### config.mk
export PLATFORM = sky130hd
export DESIGN_NAME = i2c_pwr_retry_sup
export DESIGN_NICKNAME = d
export VERILOG_FILES = /design/src/rtl/i2c_sup_pkg.sv /design/src/rtl/sup_scl_rise.sv /design/src/rtl/sup_stall_timer.sv /design/src/rtl/sup_dwell_timer.sv /design/src/rtl/sup_fail_counter.sv /design/src/rtl/i2c_pwr_retry_sup.sv
export SDC_FILE = /design/constraint.sdc
export NUM_CORES = 1
export LEC_CHECK = 0
export ABC_AREA = 1
export BUFFER_PORTS_ARGS = -buffer_cell sky130_fd_sc_hd__buf_2
export CAP_MARGIN = 20
export CORE_MARGIN = 3
export CORE_UTILIZATION = 47
export DETAILED_ROUTE_END_ITERATION = 16
export PLACE_DENSITY = 0.66
export SLEW_MARGIN = 20
export SYNTH_ARGS = -nofsm -noshare
export SYNTH_HDL_FRONTEND = slang
export SYNTH_SLANG_ARGS = --single-unit
### constraint.sdc
create_clock -name clk -period 5.3 [get_ports clk]
set_input_delay 0.795 -clock clk [delete_from_list [all_inputs] [get_ports clk]]
set_output_delay 0.795 -clock clk [all_outputs]
set_load 0.01 [all_outputs]
### src/rtl/i2c_sup_pkg.sv
package i2c_sup_pkg;

  typedef enum logic [2:0] {
    ST_IDLE,
    ST_WATCH,
    ST_FLOAT,
    ST_PWR_OFF,
    ST_SETTLE,
    ST_RETRY,
    ST_DEAD
  } sup_state_t;

  // bits needed to hold values 0 .. maxval-1
  function automatic int unsigned span_width(int unsigned maxval);
    return (maxval < 2) ? 1 : $clog2(maxval);
  endfunction

endpackage

### src/rtl/sup_scl_rise.sv
module sup_scl_rise #(
  parameter int unsigned SYNC_STAGES = 0
) (
  input  logic clk,
  input  logic rst_n,
  input  logic scl_in,
  output logic rise
);

  logic scl_s;
  logic scl_q;

  generate
    if (SYNC_STAGES == 0) begin : g_direct
      assign scl_s = scl_in;
    end else begin : g_sync
      logic stage_q [SYNC_STAGES];
      for (genvar i = 0; i < SYNC_STAGES; i++) begin : g_stage
        if (i == 0) begin : g_first
          always_ff @(posedge clk or negedge rst_n) begin
            if (!rst_n) stage_q[i] <= 1'b1;
            else        stage_q[i] <= scl_in;
          end
        end else begin : g_next
          always_ff @(posedge clk or negedge rst_n) begin
            if (!rst_n) stage_q[i] <= 1'b1;
            else        stage_q[i] <= stage_q[i-1];
          end
        end
      end
      assign scl_s = stage_q[SYNC_STAGES-1];
    end
  endgenerate

  // an idle bus sits high, so reset to 1 to avoid a false edge
  always_ff @(posedge clk or negedge rst_n) begin
    if (!rst_n) scl_q <= 1'b1;
    else        scl_q <= scl_s;
  end

  assign rise = scl_s & ~scl_q;

endmodule

### src/rtl/sup_stall_timer.sv
module sup_stall_timer #(
  parameter int unsigned LIMIT = 1000   // must be >= 2
) (
  input  logic clk,
  input  logic rst_n,
  input  logic run,
  input  logic kick,
  output logic expired
);

  localparam int unsigned W = i2c_sup_pkg::span_width(LIMIT);
  localparam logic [W-1:0] LAST = W'(LIMIT - 1);

  logic [W-1:0] cnt_q;

  always_ff @(posedge clk or negedge rst_n) begin
    if (!rst_n)               cnt_q <= '0;
    else if (!run || kick)    cnt_q <= '0;
    else if (cnt_q != LAST)   cnt_q <= cnt_q + 1'b1;
  end

  assign expired = run && !kick && (cnt_q == LAST);

  // a rise on SCL always buys a full new window
  AST_KICK_RESTARTS: assert property (@(posedge clk) disable iff (!rst_n)
    (run && kick) |=> !expired);

  // expiry needs an uninterrupted run in the previous cycle
  AST_EXPIRE_AFTER_RUN: assert property (@(posedge clk) disable iff (!rst_n)
    expired |-> $past(run && !kick));

endmodule

### src/rtl/sup_dwell_timer.sv
module sup_dwell_timer #(
  parameter int unsigned W = 8
) (
  input  logic         clk,
  input  logic         rst_n,
  input  logic         restart,
  output logic [W-1:0] count
);

  always_ff @(posedge clk or negedge rst_n) begin
    if (!rst_n)           count <= '0;
    else if (restart)     count <= '0;
    else if (count != '1) count <= count + 1'b1;
  end

endmodule

### src/rtl/sup_fail_counter.sv
module sup_fail_counter #(
  parameter int unsigned MAX_RETRY = 3
) (
  input  logic clk,
  input  logic rst_n,
  input  logic bump,
  input  logic clear,
  output logic exhausted
);

  localparam int unsigned CW = $clog2(MAX_RETRY + 2);
  localparam logic [CW-1:0] TOP = CW'(MAX_RETRY + 1);

  logic [CW-1:0] cnt_q;

  always_ff @(posedge clk or negedge rst_n) begin
    if (!rst_n)                   cnt_q <= '0;
    else if (clear)               cnt_q <= '0;
    else if (bump && cnt_q != TOP) cnt_q <= cnt_q + 1'b1;
  end

  assign exhausted = (cnt_q == TOP);

  AST_EXHAUST_NEEDS_BUMP: assert property (@(posedge clk) disable iff (!rst_n)
    $rose(exhausted) |-> $past(bump));

  AST_CLEAR_EMPTIES: assert property (@(posedge clk) disable iff (!rst_n)
    clear |=> !exhausted);

endmodule

### src/rtl/i2c_pwr_retry_sup.sv
module i2c_pwr_retry_sup #(
  parameter int unsigned TIMEOUT_CYC = 1000,
  parameter int unsigned OFF_CYC     = 500,
  parameter int unsigned SETTLE_CYC  = 200,
  parameter int unsigned MAX_RETRY   = 3,
  parameter int unsigned SYNC_STAGES = 0
) (
  input  logic clk,
  input  logic rst_n,
  input  logic xfer_busy,
  input  logic xfer_done,
  input  logic scl_in,
  input  logic fail_clr,
  output logic pins_hiz,
  output logic slave_pwr_en,
  output logic retry_req,
  output logic dev_dead
);
  import i2c_sup_pkg::*;

  localparam int unsigned DWELL_MAX = (OFF_CYC > SETTLE_CYC) ? OFF_CYC : SETTLE_CYC;
  localparam int unsigned DW = span_width(DWELL_MAX);
  localparam logic [DW-1:0] OFF_LAST    = DW'(OFF_CYC - 1);
  localparam logic [DW-1:0] SETTLE_LAST = DW'(SETTLE_CYC - 1);

  sup_state_t    state_q, state_d;
  logic          scl_rise;
  logic          stalled;
  logic          no_retry_left;
  logic [DW-1:0] dwell;
  logic          bump, clear;

  sup_scl_rise #(.SYNC_STAGES(SYNC_STAGES)) u_rise (
    .clk    (clk),
    .rst_n  (rst_n),
    .scl_in (scl_in),
    .rise   (scl_rise)
  );

  sup_stall_timer #(.LIMIT(TIMEOUT_CYC)) u_stall (
    .clk     (clk),
    .rst_n   (rst_n),
    .run     (state_q == ST_WATCH),
    .kick    (scl_rise),
    .expired (stalled)
  );

  sup_dwell_timer #(.W(DW)) u_dwell (
    .clk     (clk),
    .rst_n   (rst_n),
    .restart (state_d != state_q),
    .count   (dwell)
  );

  sup_fail_counter #(.MAX_RETRY(MAX_RETRY)) u_fails (
    .clk       (clk),
    .rst_n     (rst_n),
    .bump      (bump),
    .clear     (clear),
    .exhausted (no_retry_left)
  );

  assign bump  = (state_q == ST_WATCH) && !xfer_done && stalled;
  assign clear = ((state_q == ST_WATCH) && xfer_done) ||
                 ((state_q == ST_DEAD)  && fail_clr);

  always_comb begin
    state_d = state_q;
    unique case (state_q)
      ST_IDLE:    if (xfer_busy) state_d = ST_WATCH;
      ST_WATCH: begin
        if (xfer_done)       state_d = ST_IDLE;
        else if (stalled)    state_d = ST_FLOAT;
        else if (!xfer_busy) state_d = ST_IDLE;
      end
      ST_FLOAT:   state_d = ST_PWR_OFF;
      ST_PWR_OFF: if (dwell == OFF_LAST)    state_d = ST_SETTLE;
      ST_SETTLE:  if (dwell == SETTLE_LAST) state_d = ST_RETRY;
      ST_RETRY:   state_d = no_retry_left ? ST_DEAD : ST_WATCH;
      ST_DEAD:    if (fail_clr) state_d = ST_IDLE;
      default:    state_d = ST_IDLE;
    endcase
  end

  always_ff @(posedge clk or negedge rst_n) begin
    if (!rst_n) state_q <= ST_IDLE;
    else        state_q <= state_d;
  end

  always_comb begin
    pins_hiz     = 1'b0;
    slave_pwr_en = 1'b1;
    retry_req    = 1'b0;
    dev_dead     = 1'b0;
    unique case (state_q)
      ST_FLOAT, ST_SETTLE: pins_hiz = 1'b1;
      ST_PWR_OFF: begin
        pins_hiz     = 1'b1;
        slave_pwr_en = 1'b0;
      end
      ST_RETRY: begin
        pins_hiz  = no_retry_left;
        retry_req = !no_retry_left;
      end
      ST_DEAD: begin
        pins_hiz     = 1'b1;
        slave_pwr_en = 1'b0;
        dev_dead     = 1'b1;
      end
      default: ;
    endcase
  end

  AST_FLOAT_BEFORE_OFF: assert property (@(posedge clk) disable iff (!rst_n)
    $fell(slave_pwr_en) |-> $past(pins_hiz));

  AST_OFF_IMPLIES_HIZ: assert property (@(posedge clk) disable iff (!rst_n)
    !slave_pwr_en |-> pins_hiz);

  AST_REQ_SINGLE: assert property (@(posedge clk) disable iff (!rst_n)
    retry_req |=> !retry_req);

  AST_REQ_RELEASED: assert property (@(posedge clk) disable iff (!rst_n)
    retry_req |-> (!pins_hiz && slave_pwr_en && !dev_dead));

  AST_DEAD_HOLDS: assert property (@(posedge clk) disable iff (!rst_n)
    (dev_dead && !fail_clr) |=> dev_dead);

  AST_DEAD_ENTRY: assert property (@(posedge clk) disable iff (!rst_n)
    $rose(dev_dead) |-> ($past(pins_hiz) && !$past(retry_req)));

  AST_DONE_WINS: assert property (@(posedge clk) disable iff (!rst_n)
    (state_q == ST_WATCH && xfer_done) |=> (state_q == ST_IDLE));

endmodule

# Word level (Yosys, flattened, before mapping)
# Index checks and enable logic that the tools add are counted.
# totals
reg_bits	26
input_bits	6
word_cells	62
out_inout_bits	4
# op_classes
n_eq_ne	14
n_mux	19
reduce_logical	19
n_addsub	3
bitwise_logic	2
# op_table
operator	count
3-bit 2-to-1 mux	10
3-bit one-hot mux with 7 select lines	1
10-bit 2-to-1 mux	2
9-bit 2-to-1 mux	2
3-bit == test (second input constant)	4
10-bit by 1-bit adder with 10-bit output (second input constant)	1
10-bit == test (second input constant)	1
10-bit != test (second input constant)	1
9-bit by 1-bit adder with 9-bit output (second input constant)	1
9-bit by 8-bit == test with 1-bit output (second input constant)	1
9-bit == test (second input constant)	1
9-bit != test (second input constant)	1
1-bit logical AND	7
3-bit by 2-bit == test with 1-bit output (second input constant)	2
2-bit nonzero test	3
1-bit zero test	4
4-bit OR reduction	1
3-bit by 1-bit adder with 3-bit output (second input constant)	1
3-bit by 1-bit == test with 1-bit output (second input constant)	1
3-bit zero test	1
1-bit 2-to-1 mux	3
3-bit != test	1
3-bit != test (second input constant)	1
1-bit logical OR	2
4 further kinds	4

# Logic depth before layout (Yosys ltp)
# depth
ltp_word	10
depth_mapped	13
depth_no_buf	13

# Cells and area by module
# Synthesis repeated with hierarchy kept, for this count alone.
# hier_totals
cells_unflattened	240
hier_area_um2	1714.1
# by_module_without_submodules
module	cells_per_inst	instances	area_per_inst_um2	seq_area_each_um2
sup_stall_timer	83	1	631.9	250.2
sup_dwell_timer	63	1	501.7	225.2
i2c_pwr_retry_sup	66	1	359.1	75.1
sup_fail_counter	25	1	185.2	75.1
sup_scl_rise	3	1	36.3	26.3

# Worst setup path after synthesis
# Ideal clock, no wire load.
# synth_path
kind	register -> register
from	register u_dwell.count[0]
to	register u_dwell.count[7]
t_required_ns	5.180
path_stages_with_launch	13
setup_slack_ns	3.439
setup_ns	0.120
t_arrival_ns	1.741
cell_sequence	dfrtp_1 -> ha_1 -> nand3_1 -> nor3_1 -> ha_1 -> inv_1 -> nand2_1 -> nor3_1 -> nand2_1 -> nor2_1 -> nand2_1 -> xor2_1 -> nor2_1
# synth_between
elab_chain_cells	5
elab_cells_between_ends	11
# synth_rtl
element	line	rtl
from (decl)	sup_dwell_timer.sv:7	output logic [W-1:0] count
from (signal assigned)	sup_dwell_timer.sv:13	else if (count != '1) count <= count + 1'b1;
9-bit by 8-bit == test with 1-bit output or 9-bit == test (tied branches)	i2c_pwr_retry_sup.sv:78, i2c_pwr_retry_sup.sv:77	
3-bit 2-to-1 mux, on equally long branches	i2c_pwr_retry_sup.sv:78, i2c_pwr_retry_sup.sv:77	
3-bit one-hot mux with 7 select lines	i2c_pwr_retry_sup.sv:69	unique case (state_q)
3-bit != test	i2c_pwr_retry_sup.sv:51	.restart (state_d != state_q),
9-bit 2-to-1 mux or 2-bit nonzero test (tied branches)	--	
# Several ways; a longest one is shown, not always the timed one. The select of a mux whose other input is x is not followed.
# A chain may end at the register's enable or synchronous reset.

# Final worst setup path
# layout_path
from	register u_fails.cnt_q[0]
to	output port pins_hiz
# layout_between
elab_chain_cells	2
# layout_rtl
element	line	rtl
from (decl)	sup_fail_counter.sv:14	logic [CW-1:0] cnt_q;
from (signal assigned)	sup_fail_counter.sv:19	else if (bump && cnt_q != TOP) cnt_q <= cnt_q + 1'b1;
3-bit == test	sup_fail_counter.sv:22	assign exhausted = (cnt_q == TOP);
1-bit one-hot mux with 2 select lines	i2c_pwr_retry_sup.sv:95	unique case (state_q)
to (decl)	i2c_pwr_retry_sup.sv:14	output logic pins_hiz,
# No other way between the ends.

==> qor.txt <==
Final Hold Vio Count: 0
Max_cap viols: 0
Num CTS Buffers: 3
Clk_lat worst skew: 310 ps
Simple-Gate Fraction of Synth Area: 29.6%
Tot GR Track Use: 16.5%
Fmax achieved: 0.430 GHz
Drt first pass iters: 4
CP max-delay cell: dfrtp_1
Clock tree sinks: 26
Post-synthesis mux area share: 0%
LEAKAGE: 0.788 nW
Hold Slack: 450 ps
Synthesized instance count: 195
CP Data Arrival Time: 1530 ps
Peak supply drop: 0.0991 mV
Mapped cell area: 0.00148 mm^2
Fillcell total: 261
Critical path origin: u_fails.cnt_q[0]
Max clock buf depth: 2
R2R cell count: 12
WP data required: 4510 ps
PwrDens: 219 mW/mm^2
Worst hold path type: in2async
Internal power: 0.000254 W
Yosys warnings: 0
Final setup fails: 0
Async set-reset flop share out of synthesis: 100%
Port buffer count: 9
# resized after CTS: 0
Most common cell after layout, fill and taps aside: nor2_1
Area Growth Syn to Fin: 8.38%
Worst path cell trace: inv_1 -> ha_1 -> nand2_1 -> inv_1 -> nand4_1 -> o211ai_1 -> buf_2
Placed insts: 246
FP Rows: 19
RR Endpoint: u_dwell.count[7]
Grt ovf: 0
WL per Instance: 10.9 um
CP Capture Type: output pin
DR iter-0 viols: 94
Post-DP HPWL: 2.12 mm
Skew final: 2.33 ps
Delay of the slowest critical-path stage: 410 ps
Max Slew Vio Count: 0
Nets: 220
RePlAce Congestion: 0.835
CTS tree: yes
Synth Area in Adders: 4.23%
Die Y-Extent: 62.1 um
Yosys cell types: 25
Register area share after synthesis: 44.1%
Worst reg2reg startpoint: u_dwell.count[0]
Syn Nets: 206
Psw: 0.0000971 W
Fin crit share: 43.9%
Final core occ: 55.7%
Main combinational cell family by area after synthesis: simple AND/OR/NAND/NOR gates
Critical Path End: pins_hiz
EDFF count, synth: 0
Setup CP Type: reg2out
Min cycle time layout: 2320 ps
Share of cells above drive strength 1: 10.6%
H-tree depth: 1
Die area: 0.00385 mm^2
Flops & latches, synth: 26
Commonest non-fill, non-tap cells in the layout: nor2_1 (39), nand2_1 (34), inv_1 (28), dfrtp_1 (25)
XOR/XNOR share of the synthesized area: 4.74%
Initial Util: 51.4%
Pin count of the biggest net entering global routing: 27
Sw Ratio: 27.6%
Final non-filler cell total: 250
Clock share of power: 24.4%
ANT cells: 0
Actual slew at the worst max-slew pin: 566 ps
CP max FO: 3
Die Span X: 62.1 um
Sequential share of power: 61.7%
Setup TNS: 0 ps
Routed Antenna Nets: 0
Worst Setup Start Kind: flip-flop
Routed WL: 2.71 mm
Compound-Gate Fraction of Synth Area: 9.65%
Mean post-synth cell area: 7.58 um^2
Core area: 0.00288 mm^2
R2r setup slk: 3230 ps
Antenna violations before repair: 0
DR vias/cell: 5.08
Most frequent CP cell: inv_1
Run status: complete, no violations
First-pass GRT wire length: 4.77 mm
Number of global-route vias before repair: 1155
Combinational share of power: 13.9%
Post-CTS Hold Buffers: 0
Post-CTS Setup Bufs: 0
Ports: 10
Vias: 1269
DRC Markers: 0
Clock Tree Root: clkbuf_4
RSZ-0062 raised after global routing: no
Prevailing post-synth register cell: dfrtp_1
Reg clk slew, reported paths: 130 ps
Slew HR: 62.3%
==> cell usage after synthesis, types with 2 or more instances <==
library cell	count	area share, %
nand3_2	2	1.4
a21oi_1	7	2.4
nand4_1	4	1.7
dfrtp_1	25	42
o21ai_1	2	0.68
nor2_1	39	9.9
nor2_2	2	0.85
o21ai_0	12	4.1
nor3_1	3	1.0
nand2_1	34	8.6
xor2_1	7	4.1
inv_1	28	7.1
o211ai_1	2	1.0
nand3_1	12	4.1
inv_2	2	0.51
ha_1	5	4.2
==> worst min path at each step <==
stage               slack [ps]                to             start  depth (start not counted)
global route               460  u_dwell.count[5]             rst_n                          1
CTS                        460  u_dwell.count[7]             rst_n                          1
detailed placement         500  u_stall.cnt_q[4]  u_stall.cnt_q[4]                          1
global placement           510  u_stall.cnt_q[4]  u_stall.cnt_q[4]                          1
floorplan                  480  u_stall.cnt_q[4]  u_stall.cnt_q[4]                          1
finish                     450  u_dwell.count[5]             rst_n                          1
==> critical path: cells and delay by family, from the launching register on <==
family / cells / cell delay (ps)
flip-flops: 1 / 410
buffers and inverters: 3 / 360
AND/OR/NAND/NOR: 2 / 180
adder cells (fa/ha/maj): 1 / 160
AO/OA/AOI/OAI: 1 / 100
==> sequential cells by signal (all words and copies together) (netlist names) <==
name and count:
u_dwell.count 9, u_rise.scl_q 1, u_fails.cnt_q 3, u_stall.cnt_q 10, state_q 3
==> layout make-up <==
| cell class | count | area, um^2 | area share (%) |
|---|---|---|---|
| inverters | 30 | 113 | 7.03 |
| well taps | 42 | 52.6 | 3.28 |
| multi-input cells | 139 | 713 | 44.5 |
| clock buffers | 4 | 26.3 | 1.64 |
| flip-flops and latches | 26 | 652 | 40.7 |
| repair buffers | 9 | 45.0 | 2.81 |
==> metal layers <==
layer  track usage (%)  part of all wire [%]
met1              22.3                    47
met2              26.6                    49
met3              2.48                   2.8
met4              6.67                   1.4
met5                 0                     0
==> power by group through the flow <==
| stage | Sequential (W) | Combinational (W) | Clock [W] |
|---|---|---|---|
| after floorplan | 0.000219 | 0.0000350 | 0 |
| after global placement | 0.000220 | 0.0000481 | 0 |
| after detailed placement | 0.000221 | 0.0000490 | 0 |
| after CTS | 0.000217 | 0.0000494 | 0.0000913 |
| after global routing | 0.000218 | 0.0000566 | 0.0000984 |
| final | 0.000217 | 0.0000487 | 0.0000857 |
==> through the flow <==
step | power (W) | worst slack (ps) | instance area [um^2]
3_5_place_dp | 0.000270 | 3250 | 1580
3_3_place_gp | 0.000268 | 3350 | 1580
4_1_cts | 0.000357 | 2970 | 1600
5_1_grt | 0.000373 | 2810 | 1600
2_1_floorplan | 0.000254 | 3440 | 1480
6_report | 0.000351 | 2980 | 1600
==> cell families (layout without fill, tap and decap cells) <==
logic type / Yosys count / in the layout
compound gates: 26 / 26
xor+xnor: 8 / 8
fa+ha+maj: 5 / 5
buf+inv: 30 / 43
flops: 26 / 26
simple gates: 100 / 100
Power figures use the tool's default switching activity.
